### config.mk
export PLATFORM = sky130hd
export DESIGN_NAME = rx_frame_reader
export DESIGN_NICKNAME = d
export VERILOG_FILES = /design/src/rtl/rxr_pkg.sv /design/src/rtl/rxr_frame_acc.sv /design/src/rtl/rxr_port_fifo.sv /design/src/rtl/rxr_watermark.sv /design/src/rtl/rxr_readout.sv /design/src/rtl/rx_frame_reader.sv
export SDC_FILE = /design/constraint.sdc
export NUM_CORES = 2
export LEC_CHECK = 0
export BUFFER_PORTS_ARGS = -buffer_cell sky130_fd_sc_hd__buf_2
export CORE_AREA = 2 2 485 294
export CTS_CLUSTER_SIZE = 16
export DETAILED_ROUTE_END_ITERATION = 8
export DIE_AREA = 0 0 487 296
export PLACE_DENSITY_LB_ADDON = 0.25
export SETUP_SLACK_MARGIN = 0.1
export SLEW_MARGIN = 40
export SYNTH_ARGS = -nofsm -noshare
export SYNTH_HDL_FRONTEND = slang
export SYNTH_SLANG_ARGS = --single-unit
export TNS_END_PERCENT = 10
### constraint.sdc
create_clock -name clk -period 9.4 [get_ports clk]
set_input_delay 1.88 -clock clk [delete_from_list [all_inputs] [get_ports clk]]
set_output_delay 1.88 -clock clk [all_outputs]
set_load 0.05 [all_outputs]
### src/rtl/rxr_pkg.sv
package rxr_pkg;

    localparam int DATA_W  = 32;
    localparam int LANES   = DATA_W / 8;
    localparam int BCNT_W  = 16;

    typedef struct packed {
        logic [DATA_W-1:0] data;
        logic              last;
        logic [BCNT_W-1:0] bcnt;
        logic              ferr;
    } rxr_entry_t;

    typedef struct packed {
        logic [BCNT_W-1:0] bcnt;
        logic              ferr;
    } rxr_stat_t;

    typedef enum logic [1:0] {
        EOF_STAT_ONLY,
        EOF_DATA_AND_STAT,
        EOF_DATA_ONLY
    } rxr_eof_mode_e;

    function automatic rxr_eof_mode_e eof_mode(input logic both, input logic no_stat);
        if (no_stat)   return EOF_DATA_ONLY;
        else if (both) return EOF_DATA_AND_STAT;
        else           return EOF_STAT_ONLY;
    endfunction

    // Active-low lane strobes for the tail word, packed from lane 0.
    function automatic logic [LANES-1:0] tail_ben_n(input logic [1:0] rem);
        logic [LANES-1:0] b;
        case (rem)
            2'd1:    b = 4'b1110;
            2'd2:    b = 4'b1100;
            2'd3:    b = 4'b1000;
            default: b = 4'b0000;
        endcase
        return b;
    endfunction

    function automatic logic [2:0] lane_count(input logic [LANES-1:0] ben_n);
        logic [2:0] c;
        c = '0;
        for (int i = 0; i < LANES; i++) c = c + {2'b00, ~ben_n[i]};
        return c;
    endfunction

    function automatic logic [DATA_W-1:0] stat_word(input rxr_stat_t s);
        return {{(DATA_W-BCNT_W-1){1'b0}}, s.ferr, s.bcnt};
    endfunction

endpackage

### src/rtl/rxr_frame_acc.sv
module rxr_frame_acc
    import rxr_pkg::*;
(
    input  logic              clk,
    input  logic              rst,
    input  logic              wr_en,
    input  logic [DATA_W-1:0] wr_data,
    input  logic [LANES-1:0]  wr_ben_n,
    input  logic              wr_last,
    input  logic              fifo_full,
    output logic              push,
    output rxr_entry_t        push_entry,
    output logic              err_sticky
);
    logic [BCNT_W-1:0] acc;
    logic              frame_err;
    logic              accept;
    logic              illegal;
    logic [2:0]        add;
    logic [BCNT_W-1:0] total;
    logic              ferr_now;

    always_comb begin
        accept   = wr_en && !fifo_full;
        illegal  = &wr_ben_n;
        add      = illegal ? 3'd0 : lane_count(wr_ben_n);
        total    = acc + BCNT_W'(add);
        ferr_now = frame_err | illegal;
        push     = accept;
        push_entry.data = wr_data;
        push_entry.last = wr_last;
        push_entry.bcnt = total;
        push_entry.ferr = ferr_now;
    end

    always_ff @(posedge clk) begin
        if (rst) begin
            acc        <= '0;
            frame_err  <= 1'b0;
            err_sticky <= 1'b0;
        end else if (accept) begin
            if (wr_last) begin
                acc       <= '0;
                frame_err <= 1'b0;
            end else begin
                acc       <= total;
                frame_err <= ferr_now;
            end
            if (illegal) err_sticky <= 1'b1;
        end
    end

endmodule

### src/rtl/rxr_port_fifo.sv
module rxr_port_fifo
    import rxr_pkg::*;
#(
    parameter  int DEPTH = 8,
    localparam int AW    = (DEPTH > 1) ? $clog2(DEPTH) : 1,
    localparam int FW    = $clog2(DEPTH + 1)
) (
    input  logic       clk,
    input  logic       rst,
    input  logic       push,
    input  rxr_entry_t push_entry,
    input  logic       pop,
    output rxr_entry_t head,
    output logic       empty,
    output logic       full,
    output logic [FW-1:0] fill
);
    rxr_entry_t    mem [DEPTH];
    logic [AW-1:0] wptr;
    logic [AW-1:0] rptr;
    logic          do_push;
    logic          do_pop;

    function automatic logic [AW-1:0] bump(input logic [AW-1:0] p);
        return (p == AW'(DEPTH - 1)) ? '0 : p + 1'b1;
    endfunction

    always_comb begin
        empty   = (fill == '0);
        full    = (fill == FW'(DEPTH));
        do_push = push && !full;
        do_pop  = pop && !empty;
        head    = mem[rptr];
    end

    always_ff @(posedge clk) begin
        if (do_push) mem[wptr] <= push_entry;
    end

    always_ff @(posedge clk) begin
        if (rst) begin
            wptr <= '0;
            rptr <= '0;
            fill <= '0;
        end else begin
            if (do_push) wptr <= bump(wptr);
            if (do_pop)  rptr <= bump(rptr);
            case ({do_push, do_pop})
                2'b10:   fill <= fill + 1'b1;
                2'b01:   fill <= fill - 1'b1;
                default: fill <= fill;
            endcase
        end
    end

endmodule

### src/rtl/rxr_watermark.sv
module rxr_watermark #(
    parameter int FW = 4
) (
    input  logic          clk,
    input  logic          rst,
    input  logic [FW-1:0] fill,
    input  logic [FW-1:0] thresh,
    output logic          ready
);
    always_ff @(posedge clk) begin
        if (rst) ready <= 1'b0;
        else     ready <= (fill > thresh);
    end
endmodule

### src/rtl/rxr_readout.sv
module rxr_readout
    import rxr_pkg::*;
#(
    parameter int NP = 4,
    parameter int PW = 2
) (
    input  logic              clk,
    input  logic              rst,
    input  logic              rd_en,
    input  logic [PW-1:0]     rd_port,
    input  logic              cfg_eof_both,
    input  logic              cfg_no_status,
    input  rxr_entry_t        head [NP],
    input  logic [NP-1:0]     empty,
    output logic [NP-1:0]     pop,
    output logic [NP-1:0]     pend_o,
    output logic [DATA_W-1:0] rd_data,
    output logic [LANES-1:0]  rd_ben_n,
    output logic              rd_eof,
    output logic              rd_valid
);
    logic [NP-1:0] pend;
    rxr_stat_t     pst [NP];
    rxr_eof_mode_e mode;
    rxr_entry_t    cur;
    logic          cur_pend;
    logic          cur_pop;

    always_comb begin
        mode     = eof_mode(cfg_eof_both, cfg_no_status);
        cur      = head[rd_port];
        cur_pend = pend[rd_port];
        cur_pop  = rd_en && !cur_pend && !empty[rd_port];
        pend_o   = pend;
    end

    for (genvar i = 0; i < NP; i++) begin : g_pop
        assign pop[i] = rd_en && (rd_port == PW'(i)) && !pend[i] && !empty[i];
    end

    always_ff @(posedge clk) begin
        if (rst) begin
            pend     <= '0;
            rd_valid <= 1'b0;
            rd_eof   <= 1'b0;
            rd_ben_n <= '0;
            rd_data  <= '0;
            for (int i = 0; i < NP; i++) pst[i] <= '0;
        end else begin
            rd_valid <= 1'b0;
            rd_eof   <= 1'b0;
            rd_ben_n <= '0;
            rd_data  <= '0;
            if (rd_en && cur_pend) begin
                rd_valid      <= 1'b1;
                rd_data       <= stat_word(pst[rd_port]);
                rd_eof        <= 1'b1;
                pend[rd_port] <= 1'b0;
            end else if (cur_pop) begin
                rd_valid <= 1'b1;
                rd_data  <= cur.data;
                if (cur.last) begin
                    rd_ben_n <= tail_ben_n(cur.bcnt[1:0]);
                    rd_eof   <= (mode != EOF_STAT_ONLY);
                    if (mode != EOF_DATA_ONLY) begin
                        pend[rd_port]     <= 1'b1;
                        pst[rd_port].bcnt <= cur.bcnt;
                        pst[rd_port].ferr <= cur.ferr;
                    end
                end
            end
        end
    end

endmodule

### src/rtl/rx_frame_reader.sv
module rx_frame_reader
    import rxr_pkg::*;
#(
    parameter  int NUM_PORTS  = 4,
    parameter  int FIFO_DEPTH = 8,
    localparam int PSEL_W     = (NUM_PORTS > 1) ? $clog2(NUM_PORTS) : 1,
    localparam int FILL_W     = $clog2(FIFO_DEPTH + 1)
) (
    input  logic                          clk,
    input  logic                          rst,
    input  logic                          cfg_eof_both,
    input  logic                          cfg_no_status,
    input  logic [NUM_PORTS-1:0]          wr_en,
    input  logic [NUM_PORTS*DATA_W-1:0]   wr_data,
    input  logic [NUM_PORTS*LANES-1:0]    wr_ben_n,
    input  logic [NUM_PORTS-1:0]          wr_last,
    input  logic [NUM_PORTS*FILL_W-1:0]   rx_thresh,
    output logic [NUM_PORTS-1:0]          wr_full,
    input  logic                          rd_en,
    input  logic [PSEL_W-1:0]             rd_port,
    output logic [DATA_W-1:0]             rd_data,
    output logic [LANES-1:0]              rd_ben_n,
    output logic                          rd_eof,
    output logic                          rd_valid,
    output logic [NUM_PORTS-1:0]          rx_ready,
    output logic [NUM_PORTS-1:0]          err_sticky
);
    rxr_entry_t                  fifo_head [NUM_PORTS];
    logic [NUM_PORTS-1:0]        fifo_empty;
    logic [NUM_PORTS-1:0]        fifo_pop;
    logic [NUM_PORTS-1:0]        stat_pend;
    logic [NUM_PORTS*FILL_W-1:0] fill_flat;

    for (genvar g = 0; g < NUM_PORTS; g++) begin : g_port
        logic       push;
        rxr_entry_t push_entry;

        rxr_frame_acc u_acc (
            .clk        (clk),
            .rst        (rst),
            .wr_en      (wr_en[g]),
            .wr_data    (wr_data[g*DATA_W +: DATA_W]),
            .wr_ben_n   (wr_ben_n[g*LANES +: LANES]),
            .wr_last    (wr_last[g]),
            .fifo_full  (wr_full[g]),
            .push       (push),
            .push_entry (push_entry),
            .err_sticky (err_sticky[g])
        );

        rxr_port_fifo #(.DEPTH(FIFO_DEPTH)) u_fifo (
            .clk        (clk),
            .rst        (rst),
            .push       (push),
            .push_entry (push_entry),
            .pop        (fifo_pop[g]),
            .head       (fifo_head[g]),
            .empty      (fifo_empty[g]),
            .full       (wr_full[g]),
            .fill       (fill_flat[g*FILL_W +: FILL_W])
        );

        rxr_watermark #(.FW(FILL_W)) u_wm (
            .clk    (clk),
            .rst    (rst),
            .fill   (fill_flat[g*FILL_W +: FILL_W]),
            .thresh (rx_thresh[g*FILL_W +: FILL_W]),
            .ready  (rx_ready[g])
        );
    end

    rxr_readout #(.NP(NUM_PORTS), .PW(PSEL_W)) u_rd (
        .clk           (clk),
        .rst           (rst),
        .rd_en         (rd_en),
        .rd_port       (rd_port),
        .cfg_eof_both  (cfg_eof_both),
        .cfg_no_status (cfg_no_status),
        .head          (fifo_head),
        .empty         (fifo_empty),
        .pop           (fifo_pop),
        .pend_o        (stat_pend),
        .rd_data       (rd_data),
        .rd_ben_n      (rd_ben_n),
        .rd_eof        (rd_eof),
        .rd_valid      (rd_valid)
    );

endmodule

Yosys cells after proc, flatten, opt, wreduce, memory -nomap -nowiden
Memory sizes are Yosys's and may differ from the RTL's. A register that Yosys moved wholly into a read port is not among the register bits.
Index checks and enable logic that the tools add are counted.
{"block": "totals", "register_bits": 158, "ram_bits": 1668, "inputBits": 175, "output_inout_bits": 50, "elab_cells": 272, "n_memories": 5}
{"block": "op_classes", "addsub": 32, "n_lt_le_gt_ge": 7, "n_eq_ne": 27, "mux": 74, "bitwise_logic": 26, "reduce_logical": 67}
{"memory": "g_port[0].u_fifo.mem", "depth": 8, "word_bits": 50, "read_ports": 1, "rd_ports_with_merged_regs": 1, "wr": 1, "line": "rxr_port_fifo.sv:18", "rtl": "rxr_entry_t mem [DEPTH];"}
{"memory": "g_port[1].u_fifo.mem", "depth": 8, "word_bits": 50, "read_ports": 1, "rd_ports_with_merged_regs": 1, "wr": 1, "line": "rxr_port_fifo.sv:18"}
{"memory": "g_port[2].u_fifo.mem", "depth": 8, "word_bits": 50, "read_ports": 1, "rd_ports_with_merged_regs": 1, "wr": 1, "line": "rxr_port_fifo.sv:18"}
{"memory": "g_port[3].u_fifo.mem", "depth": 8, "word_bits": 50, "read_ports": 1, "rd_ports_with_merged_regs": 1, "wr": 1, "line": "rxr_port_fifo.sv:18"}
{"memory": "u_rd.pst", "depth": 4, "word_bits": 17, "read_ports": 1, "rd_ports_with_merged_regs": 0, "wr": 4, "line": "rxr_readout.sv:23", "rtl": "rxr_stat_t pst [NP];"}
{"operator": "binary-select mux 50 bit (select 2 bit)", "n": 1}
{"operator": "2-to-1 mux 50 bit", "n": 2}
{"operator": "adder 16 x 3 -> 16 bit", "n": 4}
{"operator": "2-to-1 mux 16 bit", "n": 4}
{"operator": "2-to-1 mux 3 bit", "n": 20}
{"operator": "2-to-1 mux 17 bit", "n": 3}
{"operator": "one-hot mux 4 bit (2 select lines)", "n": 4}
{"operator": "2-to-1 mux 1 bit", "n": 30}
{"operator": "logical AND 1 bit", "n": 28}
{"operator": "adder 3 x 1 -> 3 bit", "n": 8}
{"operator": "adder 3 x 1 -> 3 bit (second input constant)", "n": 8}
{"operator": "equality test 3 bit (second input constant)", "n": 8}
{"operator": "AND reduction 5 bit", "n": 4}
{"operator": "NOT 1 bit", "n": 18}
{"operator": "OR reduction 17 bit", "n": 1}
{"operator": "adder 4 x 1 -> 4 bit (second input constant)", "n": 4}
{"operator": "equality test 2 bit (second input constant)", "n": 8}
{"operator": "equality test 4 bit (second input constant)", "n": 4}
{"operator": "> comparator 4 bit", "n": 4}
{"operator": "zero test 4 bit", "n": 4}
{"operator": "2-to-1 mux 4 bit", "n": 4}
{"operator": "AND reduction 4 bit", "n": 4}
{"operator": "nonzero test 2 bit", "n": 8}
{"operator": "subtractor 4 x 1 -> 4 bit (second input constant)", "n": 4}
{"operator": "other kinds (20)", "n": 46}

Depth between registers and ports, before layout
{"block": "depth", "word_depth": 11, "ltp_mapped": 14, "mapped_depth_nobuf": 13}

Cells and area by module
From an unflattened synthesis, not the netlist that was laid out.
{"block": "hier_totals", "hier_cells": 3820, "area_unflattened_um2": 75088.3}
{"mod": "rxr_port_fifo", "n_inst": 4, "cells_per_inst": 656, "area_each_um2": 15706.3, "seq_area_each_um2": 12271.8}
{"mod": "rxr_readout", "n_inst": 1, "cells_per_inst": 364, "area_each_um2": 5606.6, "seq_area_each_um2": 2862.7}
{"mod": "rxr_frame_acc at g_port[0].u_acc ...", "n_inst": 3, "cells_per_inst": 193, "area_each_um2": 1503.9, "seq_area_each_um2": 360.3}
{"mod": "rxr_frame_acc at g_port[3].u_acc", "n_inst": 1, "cells_per_inst": 197, "area_each_um2": 1604.0, "seq_area_each_um2": 360.3}
{"mod": "rxr_watermark", "n_inst": 4, "cells_per_inst": 14, "area_each_um2": 135.1, "seq_area_each_um2": 20.0}

Worst setup path after synthesis
OpenSTA, ideal clock, no wires.
{"block": "synth_timing", "path_type": "input port to flip-flop", "startpoint": "input wr_en[0]", "endpoint": "memory g_port[0].u_fifo.mem[2][0] (netlist bit) (enable)", "setup_ps": 599, "t_arrival_ps": 7690, "required_time_ps": 8801, "setup_slack_ps": 1111, "stages": 4, "n_path_buf": 1, "cell_sequence": "nor2b_1 clkinv_1 clkbuf_1 nor4b_1"}
{"block": "synth_between", "elab_chain_len": 4}
{"element": "start, declared", "line": "rx_frame_reader.sv:13", "rtl": "input logic [NUM_PORTS-1:0] wr_en,"}
{"element": "logical AND 1 bit", "line": "rxr_frame_acc.sv:24", "rtl": "accept = wr_en && !fifo_full;"}
{"element": "logical AND 1 bit", "line": "rxr_port_fifo.sv:31", "rtl": "do_push = push && !full;"}
{"element": "2-to-1 mux 1 bit", "line": "rxr_port_fifo.sv:37", "rtl": "if (do_push) mem[wptr] <= push_entry;"}
{"element": "2-to-1 mux 1 bit (not written as such)", "line": "rxr_port_fifo.sv:37"}
{"element": "end, declared", "line": "rxr_port_fifo.sv:18"}
No other way between the ends.

==> results.yml <==
critical_path:
  cpMostUsedCell: "buf_4"
  r2r_slack_ns: 5.56
  path_class: "in2reg"
  cp_slowest_stage_delay_ns: 0.80
  crit_fanout: 42
  worstRegToRegCells: 6
  crit_path_start_kind: "input pin"
  slowest_stage: "and2_1"
  end_kind: "flip-flop"
  cp.buffers_inverters: 3
  crit_chain: "buf_2 > buf_4 > and2_1 > a22oi_1 > and3_1 > buf_4 > nand4_4 > nand2_1"
  arrival_ns: 5.04
  critPathRequiredTime_ns: 9.73
  crit_family: "simple AND/OR/NAND/NOR gates"
  r2r_end: "u_rd.pst[1][16]"
placement:
  placement.io_buffers: 223
  gp_congestion: 0.867
  hpwl_um: 104000
  post-place-cells: 5644
  pre_cts_ws_ns: 3.69
  placed_cell_area_um2: 75700
routing:
  viasPerCell: 6.10
  dr.pass1.iters: 6
  num_vias: 36400
  post-route-drc-count: 0
  drt_iter0_drc: 4206
  wl_per_cell_um: 27.9
  drtAntennaViolNets: 0
  drt-total-wl_um: 167000
floorplanning:
  die_h_um: 296
  start_util: 0.514
  pin_count: 225
  core_um2: 140000
  num_rows: 107
  die_area_um2: 144000
  die_w_um: 487
synth:
  netlist_area_um2: 72200
  seq_area_frac_synth: 0.740
  netlist-cell-type-count: 68
  yosys_warnings: 0
  yosys_register_bits: 1837
  synth_area_per_cell_um2: 19.6
  synth_nets: 3944
  ys.flop_type: "edfxtp_1"
  syn-instance-count: 3687
  synth-edff-count: 1668
  async_reset_ff_frac: 0
sta:
  post-route-min-period_ns: 4.71
  finClkSkew_ns: 0.0275
  final_hold_viol_count: 0
  rsz0062_at_grt: "no"
  maxSlewHeadroom: 0.415
  report.final.setup_viol: 0
  worst_pin_slew_ns: 0.878
  fmax_ghz: 0.212
  setup-tns-final_ns: 0
  fin_ws_ns: 4.69
  slew_viol_final: 0
  finalCritPeriodShare: 0.501
power_and_ir_drop:
  sequentialPowerShare: 0.549
  clockPowerShare: 0.394
  switching_share: 0.215
  peakVddDrop_v: 0.000149
  power_mw: 16.7
  combPwrFrac: 0.056
  p_leak_nw: 25.8
  power.internal_mw: 13.1
  p_sw_mw: 3.59
  p_per_area_nw_per_um2: 206
layout:
  design_area_um2: 81100
  layout_common_cells: "1668 x edfxtp_1, 418 x mux4_2, 221 x buf_2"
  final_layout_size_suffix_gt1_frac: 0.255
  nets: 4215
  layoutNonFillerInstCount: 5962
  area_growth_pct: 12.3
  mostFrequentLayoutCell: "edfxtp_1"
  fillers: 10200
run_status:
  status: "complete, no violations"
clock_tree:
  cts_tree: "yes"
  clockRootBuffer: "clkbuf_16"
  clk_pin_slew_worst_paths_ns: 0.06
  cts_buffer_depth: 3
  cts_htree_levels: 4
  clk_latency_ns: 0.79
  ctsResizeCount: 0
  cts_sinks: 1837
  cts_made_buffers: 161
  cts.hold.buffers_added: 0
  post-cts-setup-buffers: 0
global_route:
  grt_usage: 0.231
  grt_pass1_wl_um: 242000
  grt_start_max_net_pins: 64
  gr-total-overflow: 0
  grt_pass1_vias: 35900
  antenna_found_initial: 34
min_path:
  hold_path.class: "reg2reg"
  hold_end: "g_port[3].u_acc.acc[0]"
  hp-start: "g_port[3].u_acc.acc[0]"
  whs_path_depth: 2
flow_run:
  cap_violations: 0
worst max path at each step:
stage                           from                         end  slack, ns  cells past startpoint
after floorplan             wr_en[0]  g_port[0].u_fifo.mem[2][0]       1.11                      4
after global placement    rd_port[0]    g_port[1].u_fifo.fill[3]       3.62                     11
after detailed placement  rd_port[0]    g_port[3].u_fifo.fill[3]       3.69                     11
after CTS                 rd_port[0]    g_port[3].u_fifo.fill[3]       4.53                     11
after global routing      rd_port[1]    g_port[2].u_fifo.fill[3]       4.56                     12
final                     rd_port[1]             u_rd.pst[1][16]       4.69                      8
cell usage after synthesis (all sizes together) (21+ instances only):
cell type  number  share of area
a21oi          85         0.0060
edfxtp       1668           0.69
o21ai          30         0.0021
nand4          32         0.0036
nand2         101         0.0052
o22ai          39         0.0034
ha             70          0.012
nor3           46         0.0033
mux4          418           0.13
xnor2          33         0.0040
inv            55         0.0029
mux2i         122          0.017
nor2          188         0.0098
clkbuf         98         0.0051
a22oi         120          0.013
dfxtp         169          0.047
xor2           35         0.0042
buf           104         0.0082
nand3b         21         0.0022
nand3          25         0.0020
cells by family after synthesis:
logic type               after synthesis  share of synthesized area
adder cells (fa/ha/maj)               82                     0.0154
AND/OR/NAND/NOR                      547                     0.0394
XOR/XNOR                              68                    0.00824
multiplexers                         540                      0.147
AO/OA/AOI/OAI                        353                     0.0331
buffers and inverters                259                     0.0163
other                                  1                  0.0000519
flip-flops                          1837                      0.740
metrics by stage:
stage	util	hold WS (ns)
after floorplan	-	0.436
after global placement	0.538	0.443
after detailed placement	0.539	0.452
after CTS	0.576	0.464
after global routing	0.577	0.484
final	0.578	0.466
layout make-up:
| type | instances | area [um2] | area share |
|---|---|---|---|
| multi-input combinational | 1591 | 17900 | 0.220 |
| clock inverter | 71 | 643 | 0.00793 |
| timing repair buffer | 310 | 1940 | 0.0240 |
| tap | 1853 | 2320 | 0.0286 |
| inverter | 57 | 214 | 0.00264 |
| sequential | 1837 | 53500 | 0.660 |
| clock buffer | 225 | 4580 | 0.0565 |
| antenna | 18 | 45.0 | 0.000555 |
layer usage:
layer  track usage  wire length [um]
met1         0.356             73600
met2         0.335             74100
met3        0.0473             14200
met4        0.0735              4640
met5             0                34
flip-flops by register name (all words and copies together), names as in the netlist, 3 cells and up, named ones only:
register                 cells
g_port.u_acc.frame_err       4
g_port.u_fifo.wptr          12
g_port.u_acc.err_sticky      4
g_port.u_wm.ready            4
g_port.u_acc.acc            64
u_rd.pst                    68
u_rd.rd_data                32
u_rd.rd_ben_n                3
g_port.u_fifo.mem         1600
g_port.u_fifo.fill          16
g_port.u_fifo.rptr          12
power groups by stage:
stage	sequential [mW]	clock [mW]	combinational, mW
finish	9.17	6.58	0.941
global route	9.18	7.01	1.01
CTS	9.17	6.70	0.942
detailed placement	9.34	0	0.939
global placement	9.34	0	0.921
floorplan	9.35	0	0.556
tightest hold or removal path: cells and delay by family (launching register included):
family | cells | cell delay (ns)
AO/OA/AOI/OAI | 1 | 0.05
flip-flops | 1 | 0.31
AND/OR/NAND/NOR | 1 | 0.06
Power figures use the tool's default switching activity.
